File: config.mk
export PLATFORM = sky130hd
export DESIGN_NAME = bcd_calendar_core
export DESIGN_NICKNAME = d
export VERILOG_FILES = /design/src/rtl/bcd_cal_pkg.sv /design/src/rtl/bcd_cal_prescaler.sv /design/src/rtl/bcd_cal_time.sv /design/src/rtl/bcd_cal_date.sv /design/src/rtl/bcd_cal_encode.sv /design/src/rtl/bcd_calendar_core.sv
export SDC_FILE = /design/constraint.sdc
export NUM_CORES = 1
export LEC_CHECK = 0
export CORE_ASPECT_RATIO = 1.5
export CORE_UTILIZATION = 29
export CTS_BUF_LIST = sky130_fd_sc_hd__clkbuf_8
export CTS_CLUSTER_SIZE = 20
export DETAILED_ROUTE_END_ITERATION = 8
export SYNTH_ARGS = -nofsm -noshare
export SYNTH_HDL_FRONTEND = slang
export SYNTH_SLANG_ARGS = --single-unit
export TNS_END_PERCENT = 10
File: constraint.sdc
create_clock -name clk -period 3.8 [get_ports clk]
set_input_delay 0.95 -clock clk [delete_from_list [all_inputs] [get_ports clk]]
set_output_delay 0.95 -clock clk [all_outputs]
set_load 0.005 [all_outputs]
File: src/rtl/bcd_cal_pkg.sv
package bcd_cal_pkg;

    typedef enum logic [2:0] {
        IDX_SEC   = 3'd0,
        IDX_MIN   = 3'd1,
        IDX_HOUR  = 3'd2,
        IDX_DOW   = 3'd3,
        IDX_DATE  = 3'd4,
        IDX_MONTH = 3'd5,
        IDX_YEAR  = 3'd6,
        IDX_NONE  = 3'd7
    } cal_idx_e;

    // two BCD digits to binary 0..99
    function automatic logic [6:0] bcd_to_bin(input logic [7:0] b);
        return ({3'b000, b[7:4]} * 7'd10) + {3'b000, b[3:0]};
    endfunction

    // binary 0..99 to two BCD digits
    function automatic logic [7:0] bin_to_bcd(input logic [6:0] v);
        return {4'(v / 7'd10), 4'(v % 7'd10)};
    endfunction

    // month length; year is binary 0..99 counted from 2000
    function automatic logic [4:0] days_in_month(input logic [3:0] m, input logic [6:0] y);
        logic [4:0] d;
        case (m)
            4'd2:                      d = (y[1:0] == 2'b00) ? 5'd29 : 5'd28;
            4'd4, 4'd6, 4'd9, 4'd11:   d = 5'd30;
            default:                   d = 5'd31;
        endcase
        return d;
    endfunction

endpackage

File: src/rtl/bcd_cal_prescaler.sv
module bcd_cal_prescaler #(
    parameter int TICKS_PER_SEC = 4
) (
    input  logic clk,
    input  logic rst_n,
    input  logic tick_i,
    input  logic hold_i,
    input  logic clear_i,
    output logic sec_step_o
);

    generate
        if (TICKS_PER_SEC <= 1) begin : g_direct
            assign sec_step_o = tick_i & ~hold_i;
        end else begin : g_count
            localparam int PW = $clog2(TICKS_PER_SEC);
            localparam logic [PW-1:0] LAST = PW'(TICKS_PER_SEC - 1);

            logic [PW-1:0] phase_q;

            always_ff @(posedge clk or negedge rst_n) begin
                if (!rst_n) begin
                    phase_q <= '0;
                end else if (clear_i) begin
                    phase_q <= '0;
                end else if (tick_i && !hold_i) begin
                    phase_q <= (phase_q == LAST) ? '0 : phase_q + 1'b1;
                end
            end

            assign sec_step_o = tick_i & ~hold_i & (phase_q == LAST);

            // a seconds load restarts the sub-second phase
            assert_phase_clear_R4: assert property (@(posedge clk) disable iff (!rst_n)
                clear_i |=> (phase_q == '0));

            // a held cycle leaves the phase untouched
            assert_phase_hold_R11: assert property (@(posedge clk) disable iff (!rst_n)
                (hold_i && !clear_i) |=> $stable(phase_q));
        end
    endgenerate

endmodule

File: src/rtl/bcd_cal_time.sv
module bcd_cal_time
    import bcd_cal_pkg::*;
(
    input  logic       clk,
    input  logic       rst_n,
    input  logic       sec_step_i,
    input  logic       wr_en_i,
    input  logic [2:0] wr_idx_i,
    input  logic [6:0] wr_data_i,
    output logic [5:0] sec_o,
    output logic [5:0] min_o,
    output logic [4:0] hour_o,
    output logic       mode12_o,
    output logic       day_step_o
);

    logic [5:0] sec_q, min_q;
    logic [4:0] hour_q;
    logic       mode12_q;
    logic [6:0] h12_bin;
    logic [4:0] hour_load;

    // hour byte decode for either encoding
    always_comb begin
        h12_bin   = bcd_to_bin({3'b000, wr_data_i[4:0]});
        hour_load = 5'(bcd_to_bin({2'b00, wr_data_i[5:0]}));
        if (wr_data_i[6]) begin
            hour_load = (h12_bin == 7'd12) ? 5'd0 : h12_bin[4:0];
            if (wr_data_i[5]) begin
                hour_load = hour_load + 5'd12;
            end
        end
    end

    wire sec_wrap  = (sec_q == 6'd59);
    wire min_wrap  = (min_q == 6'd59);
    wire hour_wrap = (hour_q == 5'd23);

    always_ff @(posedge clk or negedge rst_n) begin
        if (!rst_n) begin
            sec_q    <= '0;
            min_q    <= '0;
            hour_q   <= '0;
            mode12_q <= 1'b0;
        end else if (wr_en_i) begin
            unique case (cal_idx_e'(wr_idx_i))
                IDX_SEC:  sec_q <= 6'(bcd_to_bin({1'b0, wr_data_i}));
                IDX_MIN:  min_q <= 6'(bcd_to_bin({1'b0, wr_data_i}));
                IDX_HOUR: begin
                    hour_q   <= hour_load;
                    mode12_q <= wr_data_i[6];
                end
                default: ;
            endcase
        end else if (sec_step_i) begin
            sec_q <= sec_wrap ? 6'd0 : sec_q + 6'd1;
            if (sec_wrap) begin
                min_q <= min_wrap ? 6'd0 : min_q + 6'd1;
                if (min_wrap) begin
                    hour_q <= hour_wrap ? 5'd0 : hour_q + 5'd1;
                end
            end
        end
    end

    assign day_step_o = sec_step_i & ~wr_en_i & sec_wrap & min_wrap & hour_wrap;
    assign sec_o      = sec_q;
    assign min_o      = min_q;
    assign hour_o     = hour_q;
    assign mode12_o   = mode12_q;

    // seconds wrap carries into minutes
    assert_sec_wrap_R3: assert property (@(posedge clk) disable iff (!rst_n)
        (sec_step_i && !wr_en_i && sec_q == 6'd59 && min_q != 6'd59)
        |=> (sec_q == 6'd0 && min_q == $past(min_q) + 6'd1));

    // the midnight carry leaves the clock at 00:00:00
    assert_midnight_R3: assert property (@(posedge clk) disable iff (!rst_n)
        day_step_o |=> (hour_q == 5'd0 && min_q == 6'd0 && sec_q == 6'd0));

    // the encoding chosen on load survives ticks
    assert_mode_hold_R7: assert property (@(posedge clk) disable iff (!rst_n)
        !(wr_en_i && wr_idx_i == 3'd2) |=> $stable(mode12_q));

endmodule

File: src/rtl/bcd_cal_date.sv
module bcd_cal_date
    import bcd_cal_pkg::*;
(
    input  logic       clk,
    input  logic       rst_n,
    input  logic       day_step_i,
    input  logic       wr_en_i,
    input  logic [2:0] wr_idx_i,
    input  logic [7:0] wr_data_i,
    output logic [2:0] dow_o,
    output logic [4:0] date_o,
    output logic [3:0] month_o,
    output logic [6:0] year_o
);

    logic [2:0] dow_q;
    logic [4:0] date_q;
    logic [3:0] month_q;
    logic [6:0] year_q;
    logic [4:0] month_len;

    assign month_len = days_in_month(month_q, year_q);

    wire date_wrap  = (date_q >= month_len);
    wire month_wrap = (month_q == 4'd12);
    wire year_wrap  = (year_q == 7'd99);

    always_ff @(posedge clk or negedge rst_n) begin
        if (!rst_n) begin
            dow_q   <= 3'd1;
            date_q  <= 5'd1;
            month_q <= 4'd1;
            year_q  <= 7'd0;
        end else if (wr_en_i) begin
            unique case (cal_idx_e'(wr_idx_i))
                IDX_DOW:   dow_q   <= wr_data_i[2:0];
                IDX_DATE:  date_q  <= 5'(bcd_to_bin({2'b00, wr_data_i[5:0]}));
                IDX_MONTH: month_q <= 4'(bcd_to_bin({3'b000, wr_data_i[4:0]}));
                IDX_YEAR:  year_q  <= bcd_to_bin(wr_data_i);
                default: ;
            endcase
        end else if (day_step_i) begin
            dow_q <= (dow_q == 3'd7) ? 3'd1 : dow_q + 3'd1;
            if (date_wrap) begin
                date_q  <= 5'd1;
                month_q <= month_wrap ? 4'd1 : month_q + 4'd1;
                if (month_wrap) begin
                    year_q <= year_wrap ? 7'd0 : year_q + 7'd1;
                end
            end else begin
                date_q <= date_q + 5'd1;
            end
        end
    end

    assign dow_o   = dow_q;
    assign date_o  = date_q;
    assign month_o = month_q;
    assign year_o  = year_q;

    // day of week wraps 7 -> 1
    assert_dow_wrap_R8: assert property (@(posedge clk) disable iff (!rst_n)
        (day_step_i && !wr_en_i && dow_q == 3'd7) |=> (dow_q == 3'd1));

    // last day of the month returns to day 1 of the next
    assert_date_roll_R9: assert property (@(posedge clk) disable iff (!rst_n)
        (day_step_i && !wr_en_i && date_q >= month_len) |=> (date_q == 5'd1));

    // century wrap
    assert_year_wrap_R10: assert property (@(posedge clk) disable iff (!rst_n)
        (day_step_i && !wr_en_i && date_q >= month_len && month_q == 4'd12 && year_q == 7'd99)
        |=> (year_q == 7'd0 && month_q == 4'd1));

endmodule

File: src/rtl/bcd_cal_encode.sv
module bcd_cal_encode
    import bcd_cal_pkg::*;
(
    input  logic [5:0] sec_i,
    input  logic [5:0] min_i,
    input  logic [4:0] hour_i,
    input  logic       mode12_i,
    input  logic [2:0] dow_i,
    input  logic [4:0] date_i,
    input  logic [3:0] month_i,
    input  logic [6:0] year_i,
    output logic [7:0] sec_o,
    output logic [7:0] min_o,
    output logic [7:0] hour_o,
    output logic [7:0] dow_o,
    output logic [7:0] date_o,
    output logic [7:0] month_o,
    output logic [7:0] year_o
);

    logic [4:0] h12;
    logic       pm;

    always_comb begin
        pm = (hour_i >= 5'd12);
        if (hour_i == 5'd0) begin
            h12 = 5'd12;
        end else if (hour_i > 5'd12) begin
            h12 = hour_i - 5'd12;
        end else begin
            h12 = hour_i;
        end
        if (mode12_i) begin
            hour_o = 8'h40 | (pm ? 8'h20 : 8'h00) | (bin_to_bcd({2'b00, h12}) & 8'h1F);
        end else begin
            hour_o = bin_to_bcd({2'b00, hour_i}) & 8'h3F;
        end
    end

    assign sec_o   = bin_to_bcd({1'b0, sec_i});
    assign min_o   = bin_to_bcd({1'b0, min_i});
    assign dow_o   = {5'b00000, dow_i};
    assign date_o  = bin_to_bcd({2'b00, date_i});
    assign month_o = bin_to_bcd({3'b000, month_i});
    assign year_o  = bin_to_bcd(year_i);

endmodule

File: src/rtl/bcd_calendar_core.sv
module bcd_calendar_core
    import bcd_cal_pkg::*;
#(
    parameter int TICKS_PER_SEC = 4
) (
    input  logic       clk,
    input  logic       rst_n,
    input  logic       tick_i,
    input  logic       wr_en_i,
    input  logic [2:0] wr_idx_i,
    input  logic [7:0] wr_data_i,
    output logic [7:0] sec_o,
    output logic [7:0] min_o,
    output logic [7:0] hour_o,
    output logic [7:0] dow_o,
    output logic [7:0] date_o,
    output logic [7:0] month_o,
    output logic [7:0] year_o
);

    logic       sec_step, day_step, mode12;
    logic [5:0] sec_b, min_b;
    logic [4:0] hour_b, date_b;
    logic [2:0] dow_b;
    logic [3:0] month_b;
    logic [6:0] year_b;

    bcd_cal_prescaler #(.TICKS_PER_SEC(TICKS_PER_SEC)) u_presc (
        .clk        (clk),
        .rst_n      (rst_n),
        .tick_i     (tick_i),
        .hold_i     (wr_en_i),
        .clear_i    (wr_en_i && wr_idx_i == 3'd0),
        .sec_step_o (sec_step)
    );

    bcd_cal_time u_time (
        .clk        (clk),
        .rst_n      (rst_n),
        .sec_step_i (sec_step),
        .wr_en_i    (wr_en_i),
        .wr_idx_i   (wr_idx_i),
        .wr_data_i  (wr_data_i[6:0]),
        .sec_o      (sec_b),
        .min_o      (min_b),
        .hour_o     (hour_b),
        .mode12_o   (mode12),
        .day_step_o (day_step)
    );

    bcd_cal_date u_date (
        .clk        (clk),
        .rst_n      (rst_n),
        .day_step_i (day_step),
        .wr_en_i    (wr_en_i),
        .wr_idx_i   (wr_idx_i),
        .wr_data_i  (wr_data_i),
        .dow_o      (dow_b),
        .date_o     (date_b),
        .month_o    (month_b),
        .year_o     (year_b)
    );

    bcd_cal_encode u_enc (
        .sec_i    (sec_b),
        .min_i    (min_b),
        .hour_i   (hour_b),
        .mode12_i (mode12),
        .dow_i    (dow_b),
        .date_i   (date_b),
        .month_i  (month_b),
        .year_i   (year_b),
        .sec_o    (sec_o),
        .min_o    (min_o),
        .hour_o   (hour_o),
        .dow_o    (dow_o),
        .date_o   (date_o),
        .month_o  (month_o),
        .year_o   (year_o)
    );

    // a write to another field blocks the tick from moving seconds
    assert_write_blocks_tick_R11: assert property (@(posedge clk) disable iff (!rst_n)
        (wr_en_i && wr_idx_i != 3'd0) |=> $stable(sec_o));

    // index 7 leaves every output unchanged
    assert_idx7_ignored_R11: assert property (@(posedge clk) disable iff (!rst_n)
        (wr_en_i && wr_idx_i == 3'd7)
        |=> $stable({sec_o, min_o, hour_o, dow_o, date_o, month_o, year_o}));

    // a 12-hour reading never shows hour zero
    assert_hour12_nonzero_R7: assert property (@(posedge clk) disable iff (!rst_n)
        hour_o[6] |-> (hour_o[4:0] != 5'd0));

    // bit 7 of seconds never reads back
    assert_sec_bit7_R4: assert property (@(posedge clk) disable iff (!rst_n)
        sec_o[7] == 1'b0);

endmodule

== After elaboration in Yosys (flattened, before gate mapping) ==
Index checks and enable logic that the tools add are counted.

* Bitwise gates (word level): 8
* Equal/unequal tests: 26
* Div/mod/pow operators: 14
* $add $sub $neg: 14
* Multiply operators: 4
* Reductions and logical operators: 22
* Magnitude comparators: 3
* Mux-type cells: 46

{| class="wikitable"
|+ Operator list
! operator !! number
|-
| $mux 5 || 15
|-
| $mux 6 || 10
|-
| $mux 7 || 6
|-
| $div 5x4->7 const B || 3
|-
| $mod 5x4->7 const B || 3
|-
| $mux 4 || 5
|-
| $div 6x4->7 const B || 2
|-
| $mod 6x4->7 const B || 2
|-
| $ne 2x1->1 const B || 7
|-
| $reduce_bool 2->1 || 7
|-
| $add 6x1->6 const B || 2
|-
| $eq 3x3->1 const B || 4
|-
| $eq 4x4->1 const B || 3
|-
| $eq 6x6->1 const B || 2
|-
| $mux 3 || 4
|-
| $add 5x1->5 const B || 2
|-
| $pmux 5 s2 || 1
|-
| $eq 4x3->1 const B || 2
|-
| $mux 8 || 1
|-
| $or 8x5->8 || 1
|-
| $reduce_and 2->1 || 4
|-
| $reduce_and 4->1 || 2
|-
| $add 7x1->7 const B || 1
|-
| $add 7x4->7 || 1
|-
| other kinds (37) || 47
|}

* Logic and storage cells: 146
* Input bits: 15
* Output and inout bits: 56
* Register bits after elaboration: 39

== Longest topological paths before layout ==
Gate-level depths: netlist (run 1).

* Word-level depth: 9
* Mapped depth: 15
* Gate-level depth less buffers: 14

== Cells and area by module ==
Synthesis (run 1) repeated with hierarchy kept, for this count alone.

* Cells, all modules: 679
* Area, all modules: 5396.4 um2

{| class="wikitable"
|+ By module, submodules not included
! module !! cells an instance !! sequential area each (um2) !! times used !! area each (um2)
|-
| bcd_cal_encode || 311 || 0.0 || 1 || 2094.5
|-
| bcd_cal_date || 189 || 479.2 || 1 || 1695.4
|-
| bcd_cal_time || 168 || 450.4 || 1 || 1476.4
|-
| bcd_cal_prescaler || 10 || 50.0 || 1 || 115.1
|-
| bcd_calendar_core || 1 || 0.0 || 1 || 15.0
|}

== Least setup slack after synthesis (run 1) ==
OpenSTA, ideal clock, no wires.

* Path kind: register to output
* Start: register u_time.hour_q[1], in the netlist u_time.hour_o[1]
* End: output port hour_o[1]
* Data required time: 2850 ps
* Arrival: 2994 ps
* Buffers on the path: 1
* Stages on the path, launching flop included: 15
* Path slack: -144 ps
* Cells stage by stage: dfrtp_1 clkbuf_1 inv_1 ha_1 a31oi_1 o21ai_2 ha_1 a211oi_1 nor2_1 xnor2_1 ha_1 a31oi_4 a211oi_2 or3_4 xnor2_2

* Cells in the longest elaborated chain, start to end: 6
* Elaborated cells on any way between the ends: 9
* Classes of those cells: add/sub (1); div (2); order compare (1); mux (3); bitwise (1); reduce/logical (1)

{| class="wikitable"
|+ RTL lines
! what !! RTL line !! source
|-
| start: declaration || bcd_cal_time.sv:18 || <nowiki>logic [4:0] hour_q;</nowiki>
|-
| start signal: assignment || bcd_cal_time.sv:50 || <nowiki>hour_q <= hour_load;</nowiki>
|-
| start signal: assignment || bcd_cal_time.sv:60 || <nowiki>hour_q <= hour_wrap ? 5'd0 : hour_q + 5'd1;</nowiki>
|-
| $sub 5x4->5 or $gt 5x4->1 (tied branches) || bcd_cal_encode.sv:29, bcd_cal_encode.sv:28 ||
|-
| $mux 5 || bcd_cal_encode.sv:28 || <nowiki>end else if (hour_i > 5'd12) begin</nowiki>
|-
| $mux 5 || bcd_cal_encode.sv:26 || <nowiki>if (hour_i == 5'd0) begin</nowiki>
|-
| $mod 5x4->7 || bcd_cal_pkg.sv:21 || <nowiki>return {4'(v / 7'd10), 4'(v % 7'd10)};</nowiki>
|-
| $or 8x5->8 || bcd_cal_encode.sv:34 || <nowiki>hour_o = 8'h40 | (pm ? 8'h20 : 8'h00) | (bin_to_bcd({2'b00, h12}) & 8'h1F);</nowiki>
|-
| $mux 8 * || bcd_cal_encode.sv:33 || <nowiki>if (mode12_i) begin</nowiki>
|-
| end: declaration || bcd_calendar_core.sv:14 || <nowiki>output logic [7:0] hour_o,</nowiki>
|}

Every way passes the cells marked *; elsewhere a longest branch is shown, timed or not.

== Worst setup path in the final report (run 1) ==
* Start: register u_time.hour_q[2], in the netlist u_time.hour_o[2]
* End: output port hour_o[1]

Same word-level chain as after synthesis.

==> flow_metrics.env, run 1 <==
export IMPL_wl_met1_um=5655
export IMPL_via_per_inst=5.072
export IMPL_final_cell_mix="buf_4, o21ai_0, nor2_1"
export IMPL_cp_end_kind="primary output"
export IMPL_grt_max_degree=40
export IMPL_die_h_um=165.9
export IMPL_synth_edf_count=0
export IMPL_fill_cells=1804
export IMPL_maxCapViolations=0
export IMPL_cts_path_max_buffers=2
export IMPL_crit_fanout=4
export IMPL_period_minus_slack_ns=4.150
export IMPL_holdWs_ns=0.5069
export IMPL_crit_type="reg -> out"
export IMPL_die_area_mm2=0.01846
export IMPL_antenna_cells=0
export IMPL_ys_warn_count=0
export IMPL_syn_area_mm2=0.005192
export IMPL_cp_required_ns=2.85
export IMPL_grt_overflow_total=0
export IMPL_drtIter0Drc=205
export IMPL_ir_drop_v=0.0002700
export IMPL_dp_hpwl_um=10450
export IMPL_cp_arrival_ns=3.20
export IMPL_finish_utilization=0.3758
export IMPL_grt_pass1_wl_um=22880
export IMPL_cts_tree="done"
export IMPL_hold_class="reg -> reg"
export IMPL_synth_avg_cell_area_um2=7.797
export IMPL_path_clk_slew_ns=0.08
export IMPL_max_slew_worst_pin_slew_ns=1.108
export IMPL_dr_pass1_iters=6
export IMPL_report_final_setup_viol=6
export IMPL_grt_pass1_vias=4774
export IMPL_drive_gt1_frac=0.2157
export IMPL_synth_seq_cells=39
export IMPL_antenna_found_initial=0
export IMPL_rows=59
export IMPL_layout_area_seq_um2=985.9
export IMPL_drv_slew=0
export IMPL_p_leak_uw=0.002861
export IMPL_ios=71
export IMPL_clock_skew_ns=0.003969
export IMPL_cts_hold_buf=0
export IMPL_clock_sinks=39
export IMPL_cts_root_buffer="clkbuf_8"
export IMPL_port_buffers=57
export IMPL_synth_ff_type="dfrtp_1"
export IMPL_die_w_um=111.3
export IMPL_timing_final_ws_setup_ns=-0.3497
export IMPL_start_util=0.2980
export IMPL_layout_cells_non_filler=978
export IMPL_ys_async_sr_fraction=1.000
export IMPL_fin_nets=837
export IMPL_wl_met2_um=7170
export IMPL_tns_ns=-1.298
export IMPL_core_area_mm2=0.01742
export IMPL_cts_htree_levels=2
export IMPL_finalCritPeriodShare=1.092
export IMPL_drc=6
export IMPL_met3_wirelength_um=366
export IMPL_power_density_mw_per_mm2=668.7
export IMPL_power_uw=4378
export IMPL_top_layer="met4"
export IMPL_status="complete, but fails checks"
export IMPL_violations="design-rule violations, negative setup slack"
export IMPL_dp_cells=957
export IMPL_slew_headroom=0.2545
export IMPL_area_growth_pct=26.10
export IMPL_rsz0062_at_grt="yes"
export IMPL_multi_input_area_mm2=0.003884
export IMPL_synth_seq_area_share=0.1887
export IMPL_track_usage=0.1482
export IMPL_post_drt_wl_per_cell_um=13.80
export IMPL_synthCells=666
export IMPL_clock_fmax_mhz=241.0
export IMPL_synth_cell_types=89
export IMPL_vias=4960
export IMPL_wl_um=13500
export IMPL_postRouteAntennaNets=0
export IMPL_critPathLaunchType="flip-flop"
export IMPL_finalHoldViolCount=0
export IMPL_mostFrequentLayoutCell="buf_4"
export IMPL_cts_buffers_inserted=5
export IMPL_gp_congestion=0.8471
export IMPL_clkLatencyLatePin_ns=0.30
==> timing repair <==
action	in CTS	in global routing
setup buffers	11	2
setup endpoints to repair	17	19
pin swaps	16	15
resized for setup	28	28
gates cloned	0	0
==> report_power, final <==
group | switching (uW) | total, uW | internal, uW | leakage, uW
sequential | 174 | 724 | 550 | 0.000462
clock | 156 | 320 | 163 | 0.0000557
combinational | 1540 | 3330 | 1800 | 0.00234
total | 1870 | 4380 | 2510 | 0.00286
==> synthesized netlist by cell type, types with 7 or more instances <==
| cell type | number | area, um2 |
|---|---|---|
| o21ai_0 | 62 | 310.3 |
| ha_1 | 56 | 700.7 |
| nor2_1 | 55 | 206.5 |
| a21oi_1 | 48 | 240.2 |
| nand2_1 | 44 | 165.2 |
| inv_1 | 42 | 157.7 |
| dfrtp_1 | 36 | 900.9 |
| buf_4 | 22 | 165.2 |
| nor2b_1 | 22 | 137.6 |
| nand2b_1 | 18 | 112.6 |
| xnor2_1 | 18 | 157.7 |
| nand3_1 | 17 | 85.08 |
| nor3_1 | 16 | 80.08 |
| clkbuf_1 | 15 | 56.30 |
| a31oi_1 | 14 | 87.58 |
| o21ai_1 | 12 | 60.06 |
| buf_2 | 11 | 55.05 |
| a21o_1 | 9 | 67.56 |
| mux2i_1 | 7 | 70.07 |
==> logic make-up after synthesis <==
kind of cell	Yosys count	synth area share
DFF	39	0.1887
other	1	0.0007222
buffers and inverters	100	0.1043
and+or+nand+nor	209	0.2104
adders and majority gates	58	0.1427
xor gates and xnor gates	24	0.04193
AOI/OAI and AO/OA	223	0.2865
muxes	12	0.02482
==> per-stage QoR <==
step | setup slack [ns] | cell area, um2
2_1_floorplan | -0.03392 | 5249
3_3_place_gp | -0.3231 | 6188
3_5_place_dp | -0.4024 | 6188
4_1_cts | -0.4557 | 6415
5_1_grt | -0.5449 | 6548
6_report | -0.3497 | 6548
==> layout make-up <==
cell class / count / share of cell area
clock inverter: 1 / 0.0005733
inverter: 44 / 0.02561
tap: 213 / 0.04070
timing repair buffer: 135 / 0.1747
clock buffer: 7 / 0.01471
sequential: 39 / 0.1506
multi-input combinational: 539 / 0.5932
==> critical path: stages (launching register included) <==
cell	delay, ns
dfrtp_2	0.44
ha_2	0.20
a21o_1	0.17
a31oi_1	0.21
o21ai_2	0.09
ha_2	0.18
a211oi_2	0.18
nor2_1	0.08
xnor2_1	0.15
ha_2	0.19
a31oi_4	0.17
a211oi_2	0.10
or3_4	0.38
buf_6	0.13
xnor2_2	0.11
buf_2	0.12
==> path summary, 6_finish.rpt <==
| check | from | endpoint | slack (ns) | cells past startpoint |
|---|---|---|---|---|
| setup reg to reg | u_date.month_o[0]$_DFFE_PN1P_ | u_date.year_o[1]$_DFFE_PN0P_ | 0.79 | 11 |
| hold reg to reg | u_presc.g_count.phase_q[0]$_DFFE_PN0P_ | u_presc.g_count.phase_q[0]$_DFFE_PN0P_ | 0.51 | 1 |
| setup / recovery | u_time.hour_o[2]$_DFFE_PN0P_ | hour_o[1] | -0.35 | 15 |
| hold / removal | u_presc.g_count.phase_q[0]$_DFFE_PN0P_ | u_presc.g_count.phase_q[0]$_DFFE_PN0P_ | 0.51 | 1 |
| max in group asynchronous | rst_n | u_time.hour_o[2]$_DFFE_PN0P_ | 2.35 | 1 |
| min in group asynchronous | rst_n | u_date.year_o[0]$_DFFE_PN0P_ | 0.79 | 1 |
==> registers in the layout, summed over array words and instances, names as in the netlist <==
name and flops:
u_date.year_o 7, u_date.month_o 4, u_time.mode12_o 1, u_time.hour_o 5, u_date.dow_o 3, u_presc.g_count.phase_q 2
u_date.date_o 5, u_time.min_o 6, u_time.sec_o 6
==> layer usage <==
metal  GRT usage  vias up
met5           0        -
met3     0.01496       19
met4     0.04407        0
met2      0.2859       80
li1            -     2537
met1      0.1689     2324
Note: power is estimated with default switching activity, not from simulation.
==> inputs of run 2 (changes only) <==
Settings changed: SLEW_MARGIN set to 20.
Clock period 3.8 ns to 4.92 ns, I/O delays scaled along.
==> run 2 against run 1 <==
The flow finishes with violations (design-rule violations); core utilization is 3.3 points lower; first-iteration DRC count is 38% higher; final cell count is 6.2% lower; non-clock buffer count is 61 lower; critical endpoint is now hour_o[2]; largest power group unchanged.
==> flow_metrics.env, run 2 (synthesis gave the netlist of run 1 again) <==
export IMPL_clock_fmax_mhz=203.7
export IMPL_fill_cells=1857
export IMPL_dr_pass1_iters=7
export IMPL_hold_class="reg -> reg"
export IMPL_clkLatencyLatePin_ns=0.31
export IMPL_slew_headroom=0.5876
export IMPL_vias=4719
export IMPL_clock_skew_ns=0.01194
export IMPL_multi_input_area_mm2=0.003765
export IMPL_mostFrequentLayoutCell="o21ai_0"
export IMPL_finalHoldViolCount=0
export IMPL_cp_end_kind="primary output"
export IMPL_holdWs_ns=0.5037
export IMPL_die_w_um=111.3
export IMPL_cts_tree="done"
export IMPL_cts_buffers_inserted=5
export IMPL_crit_fanout=4
export IMPL_wl_um=12910
export IMPL_drc=8
export IMPL_wl_met2_um=6569
export IMPL_drtIter0Drc=282
export IMPL_die_area_mm2=0.01846
export IMPL_drv_slew=0
export IMPL_ir_drop_v=0.0002503
export IMPL_path_delay_family="compound AO/OA/AOI/OAI gates"
export IMPL_path_clk_slew_ns=0.09
export IMPL_power_density_mw_per_mm2=513.1
export IMPL_wl_met1_um=5720
export IMPL_final_cell_mix="o21ai_0, nor2_1, clkdlybuf4s50_1"
export IMPL_cp_arrival_ns=3.68
export IMPL_ios=71
export IMPL_rows=59
export IMPL_cp_required_ns=3.69
export IMPL_report_final_setup_viol=0
export IMPL_rsz0062_at_grt="yes"
export IMPL_post_drt_wl_per_cell_um=14.07
export IMPL_p_leak_uw=0.002517
export IMPL_port_buffers=57
export IMPL_grt_max_degree=40
export IMPL_crit_top_cell="ha_2"
export IMPL_drive_gt1_frac=0.1151
export IMPL_finish_utilization=0.3426
export IMPL_violations="design-rule violations"
export IMPL_critPathLaunchType="flip-flop"
export IMPL_clock_sinks=39
export IMPL_gp_congestion=0.8086
export IMPL_slowest_stage="clkdlybuf4s50_1"
export IMPL_grt_pass1_vias=4467
export IMPL_met3_wirelength_um=369
export IMPL_path_cells="inv_1 -> ha_2 -> nand3b_1 -> a21oi_2 -> a21oi_2 -> ha_2 -> a211oi_2 -> nor2_2 -> xnor2_2 -> ha_2 -> a31oi_4 -> a211oi_4 -> or3_4 -> o21ai_2 -> clkdlybuf4s50_1"
export IMPL_top_layer="met4"
export IMPL_dp_hpwl_um=9681
export IMPL_via_per_inst=5.146
export IMPL_max_slew_worst_pin_slew_ns=0.6168
export IMPL_track_usage=0.1400
export IMPL_area_growth_pct=14.96
export IMPL_maxCapViolations=0
export IMPL_largest_reg_flops=7
export IMPL_crit_type="reg -> out"
export IMPL_layout_area_seq_um2=979.7
export IMPL_fin_nets=776
export IMPL_slowest_delay_ns=0.50
export IMPL_grt_overflow_total=0
export IMPL_start_util=0.2980
export IMPL_cts_path_max_buffers=2
export IMPL_grt_pass1_wl_um=21380
export IMPL_cts_hold_buf=0
export IMPL_postRouteAntennaNets=0
export IMPL_cp_num_buf_inv=2
export IMPL_period_minus_slack_ns=4.909
export IMPL_antenna_found_initial=0
export IMPL_die_h_um=165.9
export IMPL_cts_root_buffer="clkbuf_8"
export IMPL_cts_htree_levels=2
export IMPL_status="complete, but fails checks"
export IMPL_antenna_cells=0
export IMPL_finalCritPeriodShare=0.9978
export IMPL_core_area_mm2=0.01742
-- run 2: changes by cell type in the layout (fill, tap and decap cells not counted), sizes merged --
| cell | previous run | this run |
|---|---|---|
| clkinv | 0 | 3 |
| clkbuf | 8 | 5 |
| buf | 83 | 19 |
| dlygate4sd2 | 0 | 1 |
| clkdlybuf4s50 | 47 | 54 |
| inv | 45 | 44 |
| dlymetal6s2s | 4 | 0 |
-- run 2: per-stage QoR --
stage | std cells | worst slack (ns) | cell area [um2] | total power [uW] | setup TNS, ns
finish | 917 | 0.01059 | 5969 | 3063 | 0
global route | 917 | -0.1864 | 5969 | 3374 | -0.3331
CTS | 916 | 0.002263 | 5926 | 3072 | 0
detailed placement | 903 | 0.02142 | 5773 | 2792 | 0
global placement | 903 | 0.1666 | 5773 | 2764 | 0
floorplan | 678 | 0.6965 | 5238 | 2033 | 0
-- run 2: final timing paths --
path / startpoint / slack [ns] / end / cells after the start
worst max register to register: u_date.month_o[0]$_DFFE_PN1P_ / 1.86 / u_date.year_o[2]$_DFFE_PN0P_ / 12
max in group asynchronous: rst_n / 3.44 / u_date.date_o[0]$_DFFE_PN1P_ / 2
worst min register to register: u_presc.g_count.phase_q[0]$_DFFE_PN0P_ / 0.50 / u_presc.g_count.phase_q[0]$_DFFE_PN0P_ / 1
worst min-delay path: u_presc.g_count.phase_q[0]$_DFFE_PN0P_ / 0.50 / u_presc.g_count.phase_q[0]$_DFFE_PN0P_ / 1
min in group asynchronous: rst_n / 0.90 / u_time.hour_o[1]$_DFFE_PN0P_ / 1
worst max-delay path: u_time.hour_o[2]$_DFFE_PN0P_ / 0.01 / hour_o[2] / 15
-- run 2: final cells by class --
cell class | count | area share
clock buffers | 5 | 0.01153
clock inverters | 3 | 0.002515
inverters | 44 | 0.02809
multi-input cells | 539 | 0.6307
flip-flops and latches | 39 | 0.1641
well taps | 213 | 0.04464
repair buffers | 74 | 0.1184
-- run 2: what timing repair did --
action	in CTS	in global routing
pin swaps	4	1
setup endpoints to repair	3	2
gates resized for setup	8	5
setup buffers	5	0
hold endpoints to repair	0	0
-- run 2: power by group --
group / internal (uW) / total, uW / switching [uW]
combinational: 1180 / 2200 / 1020
sequential: 422 / 629 / 207
clock: 97.4 / 230 / 132
total: 1700 / 3060 / 1360
-- run 2: routing by layer --
metal,GRT usage,vias to the layer above
met2,0.2573,84
met1,0.1675,2222
met5,0,-
met3,0.01460,11
met4,0.04759,0
li1,-,2402
